File: src/rtl/hdlc_evt_pkg.sv
package hdlc_evt_pkg;
  localparam int REG_W = 32;

  // big-endian bit numbers of the defined events
  localparam int BE_GRA = 8;
  localparam int BE_TXE = 11;
  localparam int BE_RXF = 12;
  localparam int BE_BSY = 13;
  localparam int BE_TXB = 14;
  localparam int BE_RXB = 15;
  localparam int BE_FLG = 22;
  localparam int BE_IDL = 23;

  // vector index of a big-endian bit number
  function automatic int be_idx(input int n);
    return REG_W - 1 - n;
  endfunction

  // one-hot mask of a big-endian bit number
  function automatic logic [REG_W-1:0] be_bit(input int n);
    return {{(REG_W-1){1'b0}}, 1'b1} << be_idx(n);
  endfunction

  function automatic logic [REG_W-1:0] defined_bits();
    return be_bit(BE_GRA) | be_bit(BE_TXE) | be_bit(BE_RXF) | be_bit(BE_BSY) |
           be_bit(BE_TXB) | be_bit(BE_RXB) | be_bit(BE_FLG) | be_bit(BE_IDL);
  endfunction

  // sticky update: clear by ones written, set conditions win
  function automatic logic [REG_W-1:0] sticky_next(input logic [REG_W-1:0] cur,
                                                   input logic [REG_W-1:0] setv,
                                                   input logic [REG_W-1:0] clrv);
    return ((cur & ~clrv) | setv) & defined_bits();
  endfunction
endpackage

File: src/rtl/hdlc_evt_edge.sv
module hdlc_evt_edge (
  input  logic clk,
  input  logic rst,
  input  logic level,
  output logic toggled
);
  logic prev_q;

  always_ff @(posedge clk) begin
    if (rst) prev_q <= 1'b0;
    else     prev_q <= level;
  end

  assign toggled = level ^ prev_q;
endmodule

File: src/rtl/hdlc_evt_timer.sv
module hdlc_evt_timer #(
  parameter int DELAY = 2
) (
  input  logic clk,
  input  logic rst,
  input  logic start,
  output logic fire
);
  localparam int CW = (DELAY < 2) ? 1 : $clog2(DELAY + 1);
  localparam logic [CW-1:0] RELOAD = CW'(DELAY - 1);

  logic          busy_q;
  logic          again_q;
  logic [CW-1:0] cnt_q;

  assign fire = busy_q && (cnt_q == '0);

  always_ff @(posedge clk) begin
    if (rst) begin
      busy_q  <= 1'b0;
      again_q <= 1'b0;
      cnt_q   <= '0;
    end else if (fire) begin
      busy_q  <= again_q | start;
      again_q <= 1'b0;
      cnt_q   <= RELOAD;
    end else if (busy_q) begin
      cnt_q <= cnt_q - 1'b1;
      if (start) again_q <= 1'b1;
    end else if (start) begin
      busy_q <= 1'b1;
      cnt_q  <= RELOAD;
    end
  end

  generate
    if (DELAY >= 2) begin : g_early

      rxf_not_early_chk: assert property (@(posedge clk) disable iff (rst)
        (start && !busy_q) |=> !fire);
    end
  endgenerate


  rxf_pending_kept_chk: assert property (@(posedge clk) disable iff (rst)
    (busy_q && !fire && start) |=> busy_q);
endmodule

File: src/rtl/hdlc_evt_gra.sv
module hdlc_evt_gra (
  input  logic clk,
  input  logic rst,
  input  logic stop_cmd,
  input  logic frame_busy,
  input  logic frame_end,
  output logic fire
);
  logic wait_q;

  assign fire = (stop_cmd && (!frame_busy || frame_end)) || (wait_q && frame_end);

  always_ff @(posedge clk) begin
    if (rst)                                      wait_q <= 1'b0;
    else if (frame_end)                           wait_q <= 1'b0;
    else if (stop_cmd && frame_busy)              wait_q <= 1'b1;
  end


  gra_deferred_chk: assert property (@(posedge clk) disable iff (rst)
    (wait_q && !frame_end && !stop_cmd) |-> !fire);
endmodule

File: src/rtl/hdlc_evt_txb.sv
module hdlc_evt_txb (
  input  logic clk,
  input  logic rst,
  input  logic buf_loaded,
  input  logic buf_last,
  input  logic close_bit,
  output logic fire
);
  logic pend_q;
  logic mid_buf, end_buf;

  assign mid_buf = buf_loaded && !buf_last;
  assign end_buf = buf_loaded && buf_last;
  assign fire    = mid_buf || (close_bit && (pend_q || end_buf));

  always_ff @(posedge clk) begin
    if (rst)            pend_q <= 1'b0;
    else if (close_bit) pend_q <= 1'b0;
    else if (end_buf)   pend_q <= 1'b1;
  end


  txb_last_waits_chk: assert property (@(posedge clk) disable iff (rst)
    (end_buf && !close_bit) |-> !fire);
endmodule

File: src/rtl/hdlc_event_unit.sv
module hdlc_event_unit
  import hdlc_evt_pkg::*;
#(
  parameter int RXF_DELAY = 2
) (
  input  logic        clk,
  input  logic        rst,
  input  logic        reg_we,
  input  logic        reg_sel,
  input  logic [31:0] reg_wdata,
  output logic [31:0] reg_rdata,
  output logic        irq,
  input  logic        tx_gstop_cmd,
  input  logic        tx_frame_busy,
  input  logic        tx_frame_end,
  input  logic        tx_buf_loaded,
  input  logic        tx_buf_is_last,
  input  logic        tx_close_final_bit,
  input  logic        tx_cts_lost,
  input  logic        tx_underrun,
  input  logic        rx_close_flag_end,
  input  logic        rx_discard_nobuf,
  input  logic        rx_partial_buf,
  input  logic        rx_flags_live,
  input  logic        line_idle_live
);
  localparam int NLVL = 2;
  localparam logic [REG_W-1:0] DEF = defined_bits();

  logic [REG_W-1:0] ev_q, mask_q, set_vec, clr_vec;
  logic gra_fire, rxf_fire, txb_fire, txe_fire;
  logic [NLVL-1:0] lvl_in, lvl_edge;

  hdlc_evt_gra u_gra (
    .clk(clk), .rst(rst), .stop_cmd(tx_gstop_cmd), .frame_busy(tx_frame_busy),
    .frame_end(tx_frame_end), .fire(gra_fire));

  hdlc_evt_timer #(.DELAY(RXF_DELAY)) u_rxf (
    .clk(clk), .rst(rst), .start(rx_close_flag_end), .fire(rxf_fire));

  hdlc_evt_txb u_txb (
    .clk(clk), .rst(rst), .buf_loaded(tx_buf_loaded), .buf_last(tx_buf_is_last),
    .close_bit(tx_close_final_bit), .fire(txb_fire));

  assign lvl_in = {line_idle_live, rx_flags_live};

  generate
    for (genvar g = 0; g < NLVL; g++) begin : g_lvl
      hdlc_evt_edge u_edge (.clk(clk), .rst(rst), .level(lvl_in[g]), .toggled(lvl_edge[g]));
    end
  endgenerate

  assign txe_fire = tx_cts_lost || tx_underrun;

  always_comb begin
    set_vec = '0;
    set_vec[be_idx(BE_GRA)] = gra_fire;
    set_vec[be_idx(BE_TXE)] = txe_fire;
    set_vec[be_idx(BE_RXF)] = rxf_fire;
    set_vec[be_idx(BE_BSY)] = rx_discard_nobuf;
    set_vec[be_idx(BE_TXB)] = txb_fire;
    set_vec[be_idx(BE_RXB)] = rx_partial_buf;
    set_vec[be_idx(BE_FLG)] = lvl_edge[0];
    set_vec[be_idx(BE_IDL)] = lvl_edge[1];
  end

  assign clr_vec = (reg_we && !reg_sel) ? reg_wdata : '0;

  always_ff @(posedge clk) begin
    if (rst) begin
      ev_q   <= '0;
      mask_q <= '0;
    end else begin
      ev_q <= sticky_next(ev_q, set_vec, clr_vec);
      if (reg_we && reg_sel) mask_q <= reg_wdata & DEF;
    end
  end

  assign reg_rdata = reg_sel ? mask_q : ev_q;
  assign irq       = |(ev_q & mask_q);


  reserved_zero_chk: assert property (@(posedge clk) disable iff (rst)
    ((ev_q | mask_q) & ~DEF) == '0);

  w1c_chk: assert property (@(posedge clk) disable iff (rst)
    (reg_we && !reg_sel && set_vec == '0) |=> ((ev_q & $past(reg_wdata)) == '0));

  set_wins_chk: assert property (@(posedge clk) disable iff (rst)
    1'b1 |=> ((ev_q & $past(set_vec)) == $past(set_vec)));

  mask_zero_irq_chk: assert property (@(posedge clk) disable iff (rst)
    (mask_q == '0) |-> !irq);

  gra_immediate_chk: assert property (@(posedge clk) disable iff (rst)
    (tx_gstop_cmd && !tx_frame_busy) |=> ev_q[be_idx(BE_GRA)]);

  txe_set_chk: assert property (@(posedge clk) disable iff (rst)
    (tx_cts_lost || tx_underrun) |=> ev_q[be_idx(BE_TXE)]);

  flg_edge_chk: assert property (@(posedge clk) disable iff (rst)
    lvl_edge[0] |=> ev_q[be_idx(BE_FLG)]);
endmodule

File: config.mk
export PLATFORM = sky130hd
export DESIGN_NAME = hdlc_event_unit
export DESIGN_NICKNAME = d
export VERILOG_FILES = /design/src/rtl/hdlc_evt_pkg.sv /design/src/rtl/hdlc_evt_edge.sv /design/src/rtl/hdlc_evt_timer.sv /design/src/rtl/hdlc_evt_gra.sv /design/src/rtl/hdlc_evt_txb.sv /design/src/rtl/hdlc_event_unit.sv
export SDC_FILE = /design/constraint.sdc
export NUM_CORES = 1
export LEC_CHECK = 0
export ABC_AREA = 1
export BUFFER_PORTS_ARGS = -buffer_cell sky130_fd_sc_hd__buf_2
export CAP_MARGIN = 20
export CORE_UTILIZATION = 45
export CTS_CLUSTER_DIAMETER = 30
export DETAILED_ROUTE_END_ITERATION = 7
export PLACE_DENSITY = 0.85
export SKIP_CTS_REPAIR_TIMING = 1
export SLEW_MARGIN = 0
export SYNTH_ARGS = -nofsm -noshare
export SYNTH_HDL_FRONTEND = slang
export SYNTH_SLANG_ARGS = --single-unit
File: constraint.sdc
create_clock -name clk -period 1.78 [get_ports clk]
set_input_delay 0.356 -clock clk [delete_from_list [all_inputs] [get_ports clk]]
set_output_delay 0.356 -clock clk [all_outputs]
set_load 0.005 [all_outputs]
======== Yosys cells after proc, flatten, opt, wreduce, memory -nomap -nowiden ========
Cells that the tools add are included.
word-level totals
  flip-flop bits (word level) ............. 24
  input port bits ......................... 49
  logic and storage cells ................. 51
cells by class
  reductions and logical operators ........ 25
  multiplexer cells ....................... 8
  bitwise gates (word level) .............. 7
  add/sub/neg operators ................... 1
operators by type and width
  cell                                               count
  bitwise AND 24 bit                                 2
  2-to-1 mux 24 bit                                  2
  OR reduction 32 bit                                1
  inverter 24 bit                                    1
  bitwise OR 24 bit                                  1
  logical AND 1 bit                                  9
  OR reduction 2 bit                                 3
  logical OR 1 bit                                   5
  2-to-1 mux 1 bit                                   4
  2-to-1 mux 2 bit                                   2
  zero test 1 bit                                    3
  nonzero test 3 bit                                 1
  zero test 2 bit                                    1
  AND reduction 2 bit                                1
  nonzero test 2 bit                                 1
  subtractor 2 x 1 -> 2 bit (second input constant)  1
  XOR 1 bit                                          2
  bitwise OR 1 bit                                   1

======== Depth between registers and ports, before layout ========
Gate-level depths: netlist of the first run.
  depth in word-level cells ............... 6
  depth in mapped cells ................... 7
  gate-level depth less buffers ........... 6

======== Modules after synthesis ========
From an unflattened synthesis of the first run, not the netlist that was laid out.
unflattened totals
  cell total of the unflattened synthesis .. 209
  area total of the unflattened synthesis .. 1367.6 um^2
by module, submodules not included
  module           cells each  instances  seq. area each (um^2)  area each (um^2)
  hdlc_event_unit  144         1          320.3                  969.7
  hdlc_evt_timer   28          1          80.1                   193.9
  hdlc_evt_edge    7           2          20.0                   42.5
  hdlc_evt_gra     12          1          20.0                   61.3
  hdlc_evt_txb     11          1          20.0                   57.6

======== Worst setup path before layout of the first run ========
Ideal clock, no wire load.
  path kind ............................... flip-flop to output port
  start ................................... reg ev_q[8]
  end ..................................... out irq
  cell stages (with the launch flop) ...... 4
  required time ........................... 1424 ps
  arrival ................................. 725 ps
  path slack .............................. 699 ps
  cell sequence ........................... dfxtp_1 nand2_1 nand4_1 or2_2
between the ends
  cells in the longest elaborated chain, start to end .. 2
RTL lines
  what                      RTL line               RTL
  start: declaration        hdlc_event_unit.sv:30  logic [REG_W-1:0] ev_q, mask_q, set_vec, clr_vec;
  start signal: assignment  hdlc_event_unit.sv:74  ev_q <= sticky_next(ev_q, set_vec, clr_vec);
  bitwise AND 24 bit        hdlc_event_unit.sv:80  assign irq = |(ev_q & mask_q);
  OR reduction 32 bit       hdlc_event_unit.sv:80
  end: declaration          hdlc_event_unit.sv:12  output logic irq,
Every way passes these cells.

======== Worst setup path in the final report of the first run ========
  start ................................... reg ev_q[16]
  end ..................................... out irq
The elaborated chain is that of the path after synthesis.

==> results.md, run 1 <==
- Endpoints failing setup: 0
- PwrDens: 842.1 mW/mm2
- Synth Instances: 183
- Distinct cells, synth: 23
- Post-Synth Simple-Gate Area: 29.67%
- # fillers: 264
- Sequential share of the synthesized area: 37.98%
- Chip Width: 55.02 um
- Final HPWL DP: 1722 um
- Largest family of logic cells by synthesized area: simple AND/OR/NAND/NOR gates
- Clock sinks: 24
- Area grow syn2layout: 11.08%
- Mux cell area share after synthesis: 0%
- Gate power share: 16.1%
- Placed cells: roughly 240
- Clk pwr share: 33.0%
- Req. time, crit path: 1420 ps
- Sw Share: 25.06%
- Max H-tree Level: 1
- Synthesized area: between 0.001 and 0.0015 mm2
- Largest net degree at the start of global routing: 15
- Final Cell Area: 0.001405 mm2
- Core Region: ~0.0026 mm2
- Commonest non-fill, non-tap cell in the layout: nand2_1
- Clock-pin slew on the worst setup and hold paths: 140 ps
- Fraction of synthesized cell area in xor and xnor cells: 1.385%
- Antenna violation net count after detailed routing: 0
- Crit end category: primary output
- Switch Pwr: a little under 0.3 mW
- GP Congestion: 0.8154
- Ys Warns: 0
- WL/cell: 9.142 um
- Peak supply drop: 0.5133 mV
- Outcome: finished clean
- Drt total wl: 2249 um
- Final Skew: 0.5922 ps
- Initial antenna violation count: 0
- Reg-to-Reg Start: u_rxf.cnt_q[0]
- GRT overflow: 0
- Synth Area in Compound Gates: a little under a tenth
- CTS tree: done
- Number of I/O pins: 82
- Max Fclk: around 0.63 GHz
- Die area: 0.003027 mm2
- Num CTS Buffers: 3
- Source of the worst hold timing path: rx_partial_buf
- Final #Nets: approximately 270
- Clock Tree Buf Depth: 2
- Adder-Cell Fraction of Synth Area: less than 1%
- Vias in the first global route: 870
- Data arrival, critical path: between 1000 and 1500 ps
- Non-filler cells, final: around 250
- Max FO, Critical Path: 3
- Flop pwr share: 50.9%
- Maxcap violations: 0
- Critical Path Source Type: flop
- WHS: 235.8 ps
- Critical Path Source: ev_q[16]
- # DRC: 0
- Static Leakage: approximately 0.76 nW
- Setup TNS: 0 ps
- Die height: between 50 and 60 um
- Port Buffers: 33
- First-pass GRT wire length: 3456 um
- Share of post-route cells with drive strength above 1: 18.98%
- Tcrit/Tclk final: 89.81%
- Most frequent cells in the layout: nand2_1, buf_2, conb_1, dfxtp_1, nor2_1
- # rows: 18
- Placed cell area: 0.001353 mm2
- RSZ-0062 raised after global routing: false
- DR vias/cell: between 4 and 5
- Starting Density: 49.27%
- Final setup margin: 181.4 ps
- Iter 0 DRT Violations: 22
- Synth Area per Inst: 6.912 um2
- Pre-CTS WS: 391.5 ps
- Crit path kind: flop to primary output
- Hold Path Class: input pin to flop
- Synthesized flop and latch total: 24
- Vias: around 1100
- First drt pass iteration count: 4
- Max-slew violations: 0
- Root Driver: clkbuf_4
- # diodes: 0
- Worst-Skew Late Latency: 310 ps
- Pint: 0.8867 mW
- Count of final hold-check violations: 0
- Minimum clock period: ~1600 ps
- GRT Total Usage: about 16%
synth_stat cells:
library cell	instances	share of area (%)
dfxtp_1	24	38
nand3b_1	1	0.59
nor3_1	1	0.40
nand2_1	58	17
xnor2_1	2	1.4
o21ai_0	8	3.2
inv_1	14	4.2
nand4_1	2	0.99
nor3b_1	1	0.59
inv_2	2	0.59
buf_6	1	0.89
ha_1	1	0.99
nor2_8	1	1.6
a21boi_0	1	0.59
or2_1	1	0.49
conb_1	1	0.30
nand3_1	2	0.79
buf_2	2	0.79
nor2_1	22	6.5
buf_4	24	14
a21oi_1	12	4.7
or2_2	1	0.49
o22ai_1	1	0.49
per-layer routing:
metal | up-vias | share of wire, % | track usage, % | wire length, um
met5 | - | 0 | 0 | 0
met4 | 0 | 0.31 | 6.250 | 7
met3 | 2 | 8.3 | 2.459 | 186
met2 | 43 | 46 | 26.71 | 1040
met1 | 452 | 45 | 20.70 | 1014
li1 | 584 | - | - | -
worst max-delay path, stage by stage, from the launching register on:
cell     delay, ps
dfxtp_1        350
nand2_1         70
nand4_1        100
or2_2          280
buf_2          130
state kept, by name, indices dropped and copies added, names as in the netlist:
name and flops:
u_gra.wait_q 1, ev_q 8, u_rxf.busy_q 1, u_txb.pend_q 1, u_rxf.again_q 1, g_lvl.u_edge.prev_q 2, u_rxf.cnt_q 2, mask_q 8
cells by family (layout without fill, tap and decap cells):
family,after synthesis,in the layout
xor+xnor,2,2
compound gates,22,22
fa+ha+maj,1,1
other cells,1,24
simple gates,90,90
flops,24,24
buf+inv,43,53
power by group through the flow:
stage                     Clock, mW  Sequential, mW  Combinational (mW)
after floorplan                   0           0.608               0.163
after global placement            0           0.613               0.187
after detailed placement          0           0.614               0.191
after CTS                     0.402           0.602               0.192
after global routing          0.422           0.607               0.224
final                         0.391           0.602               0.190
metrics by stage:
| stage | power [mW] | util [%] |
|---|---|---|
| floorplan | 0.7711 | - |
| global placement | 0.7996 | 52.68 |
| detailed placement | 0.8053 | 52.68 |
| CTS | 1.196 | 54.73 |
| global route | 1.253 | 54.73 |
| finish | 1.183 | 54.73 |
area by class of cell:
| type | count | area [um2] | area share [%] |
|---|---|---|---|
| Timing Repair Buffer | 33 | 165.2 | 11.75 |
| Inverter | 16 | 60.06 | 4.274 |
| Sequential cell | 24 | 480.5 | 34.19 |
| Clock buffer | 3 | 22.52 | 1.603 |
| Clock inverter | 1 | 30.03 | 2.137 |
| Multi-Input combinational cell | 139 | 609.3 | 43.37 |
| Tap cell | 30 | 37.54 | 2.671 |
worst paths after layout:
| kind | cells after the start | slack, ps | endpoint |
|---|---|---|---|
| setup / recovery | 4 | 180 | irq |
| setup reg to reg | 4 | 710 | u_rxf.cnt_q[1] |
| hold / removal | 3 | 240 | ev_q[16] |
| hold reg to reg | 2 | 470 | u_rxf.cnt_q[1] |
(Power assumes the default switching activity.)
==> inputs of run 2 (changes only) <==
Settings changed: CORE_UTILIZATION 45 to 38, PLACE_DENSITY 0.85 to 0.76.
Clock period 1.78 ns to 1.43 ns, I/O delays scaled along.
==> run 2 against run 1 <==
Net effect: the run now ends with negative setup slack left; utilization decreased by 7.9 points; sequential power increased by 25%; register-to-register slack got worse by 350 ps; setup slack got worse by 240 ps; design area increased by 3.4%; non-clock buffer count increased by 2; die area increased by 18%; flip-flop and latch count unchanged; critical path depth unchanged.
==> results.md, run 2 (synthesis gave the netlist of run 1 again) <==
- Non-filler cells, final: 262 (was 246)
- # rows: 20 (was 18)
- GP Congestion: 0.8248 (was 0.8154)
- WL/cell: 9.389 um (was 9.142 um)
- Tcrit/Tclk final: 104.0%
- Crit end category: primary output (unchanged)
- Final Skew: 0.5611 ps (was 0.5922 ps)
- Drt total wl: 2460 um (was 2249 um)
- Number of I/O pins: 82 (unchanged)
- Largest net degree at the start of global routing: 15 (unchanged)
- First drt pass iteration count: 4 (unchanged)
- Clock sinks: 24 (unchanged)
- Iter 0 DRT Violations: 35 (was 22)
- Data arrival, critical path: 1200 ps (was 1240 ps)
- Max FO, Critical Path: 3 (unchanged)
- Commonest non-fill, non-tap cell in the layout: nand2_1 (unchanged)
- Num CTS Buffers: 3 (unchanged)
- Post-route core utilization: 46.81% (was 54.73%)
- Req. time, crit path: 1140 ps (was 1420 ps)
- Vias: 1098 (was 1081)
- Hold Path Class: input pin to flop (unchanged)
- Most frequent cells in the layout: nand2_1, buf_2, conb_1, nor2_1, dfxtp_1 (was nand2_1, buf_2, conb_1, dfxtp_1, nor2_1)
- DR vias/cell: 4.191 (was 4.394)
- # DRC: 0 (unchanged)
- Max Fclk: 0.6727 GHz
- Share of post-route cells with drive strength above 1: 21.56% (was 18.98%)
- PwrDens: 1030 mW/mm2 (was 842.1 mW/mm2)
- Final #Nets: 269 (was 267)
- Die height: 59.70 um (was 55.02 um)
- Critical Path Source Type: flop (unchanged)
- Count of final hold-check violations: 0 (unchanged)
- Maxcap violations: 0 (unchanged)
- Max H-tree Level: 1 (unchanged)
- Clock-pin slew on the worst setup and hold paths: 130 ps (was 140 ps)
- Vias in the first global route: 944 (was 870)
- Pwr Total: 1.496 mW (was 1.183 mW)
- Chip Width: 59.70 um (was 55.02 um)
- Initial antenna violation count: 0 (unchanged)
- Placed cells: 257 (was 242)
- CTS tree: done (unchanged)
- Final setup margin: -56.56 ps (was 181.4 ps)
- WHS: 169.5 ps (was 235.8 ps)
- Failing checks: negative setup slack
- RSZ-0062 raised after global routing: true (was false)
- Pre-CTS WS: 204.4 ps (was 391.5 ps)
- Crit path kind: flop to primary output (unchanged)
- GRT Total Usage: 14.97% (was 16.06%)
- Antenna violation net count after detailed routing: 0 (unchanged)
- First-pass GRT wire length: 3974 um (was 3456 um)
- Area grow syn2layout: 14.84% (was 11.08%)
- Root Driver: clkbuf_4 (unchanged)
- Minimum clock period: 1487 ps
- Static Leakage: 0.7752 nW (was 0.7625 nW)
- # diodes: 0 (unchanged)
- Biggest regs: ev_q: 8 flops, mask_q: 8 flops (unchanged)
- Die area: 0.003563 mm2 (was 0.003027 mm2)
- Final HPWL DP: 1783 um (was 1722 um)
- Outcome: finished, violations left (was finished clean)
- Clock Tree Buf Depth: 2 (unchanged)
- Max-slew violations: 0 (unchanged)
- Reg-to-reg slack, setup: 360 ps (was 710 ps)
- Starting Density: 40.77% (was 49.27%)
- GRT overflow: 0 (unchanged)
- Core Region: 0.003103 mm2 (was 0.002567 mm2)
- Peak supply drop: 0.6400 mV (was 0.5133 mV)
- Worst-Skew Late Latency: 310 ps (about the same)
- Port Buffers: 33 (unchanged)
- Endpoints failing setup: 1 (was 0)
run 2: per-stage QoR:
| step | setup TNS, ps | instance area (um2) |
|---|---|---|
| 3_5_place_dp | 0 | 1378 |
| 2_1_floorplan | 0 | 1351 |
| 3_3_place_gp | 0 | 1378 |
| 5_1_grt | -111.6 | 1453 |
| 6_report | -56.56 | 1453 |
| 4_1_cts | -138.1 | 1430 |
run 2: power by group:
group	leakage (nW)	total, mW	internal (mW)	switching [mW]
sequential	0.200	0.751	0.718	0.0324
combinational	0.548	0.258	0.117	0.140
clock	0.0279	0.488	0.283	0.204
total	0.775	1.50	1.12	0.377
run 2: critical path, cell delays in order, from the launching register on:
cell and delay (ps):
dfxtp_1 350, nand2_2 70, nand4_1 110, or2_4 240
buf_6 110
run 2: routing by layer:
metal,share of wire [%],track usage [%],vias up
met5,0,0,-
met4,0.65,5.980,0
met3,7.2,2.381,2
met2,47,24.29,40
met1,45,19.79,472
li1,-,-,584
run 2: final timing paths:
| path | endpoint | start | cells after the start |
|---|---|---|---|
| max | irq | ev_q[23] | 4 |
| min | ev_q[16] | rx_partial_buf | 3 |
| max reg2reg | u_rxf.cnt_q[1] | u_rxf.cnt_q[0] | 4 |
| min reg2reg | u_rxf.cnt_q[0] | u_rxf.cnt_q[0] | 2 |
run 2: area by class of cell:
type / instances / area (um2)
sequential: 24 / 484.2
inverter: 16 / 60.06
clock buffer: 3 / 22.52
multi-input combinational: 139 / 614.3
clock inverter: 1 / 30.03
tap: 44 / 55.05
fill: 328 / 1650
timing repair buffer: 35 / 186.4
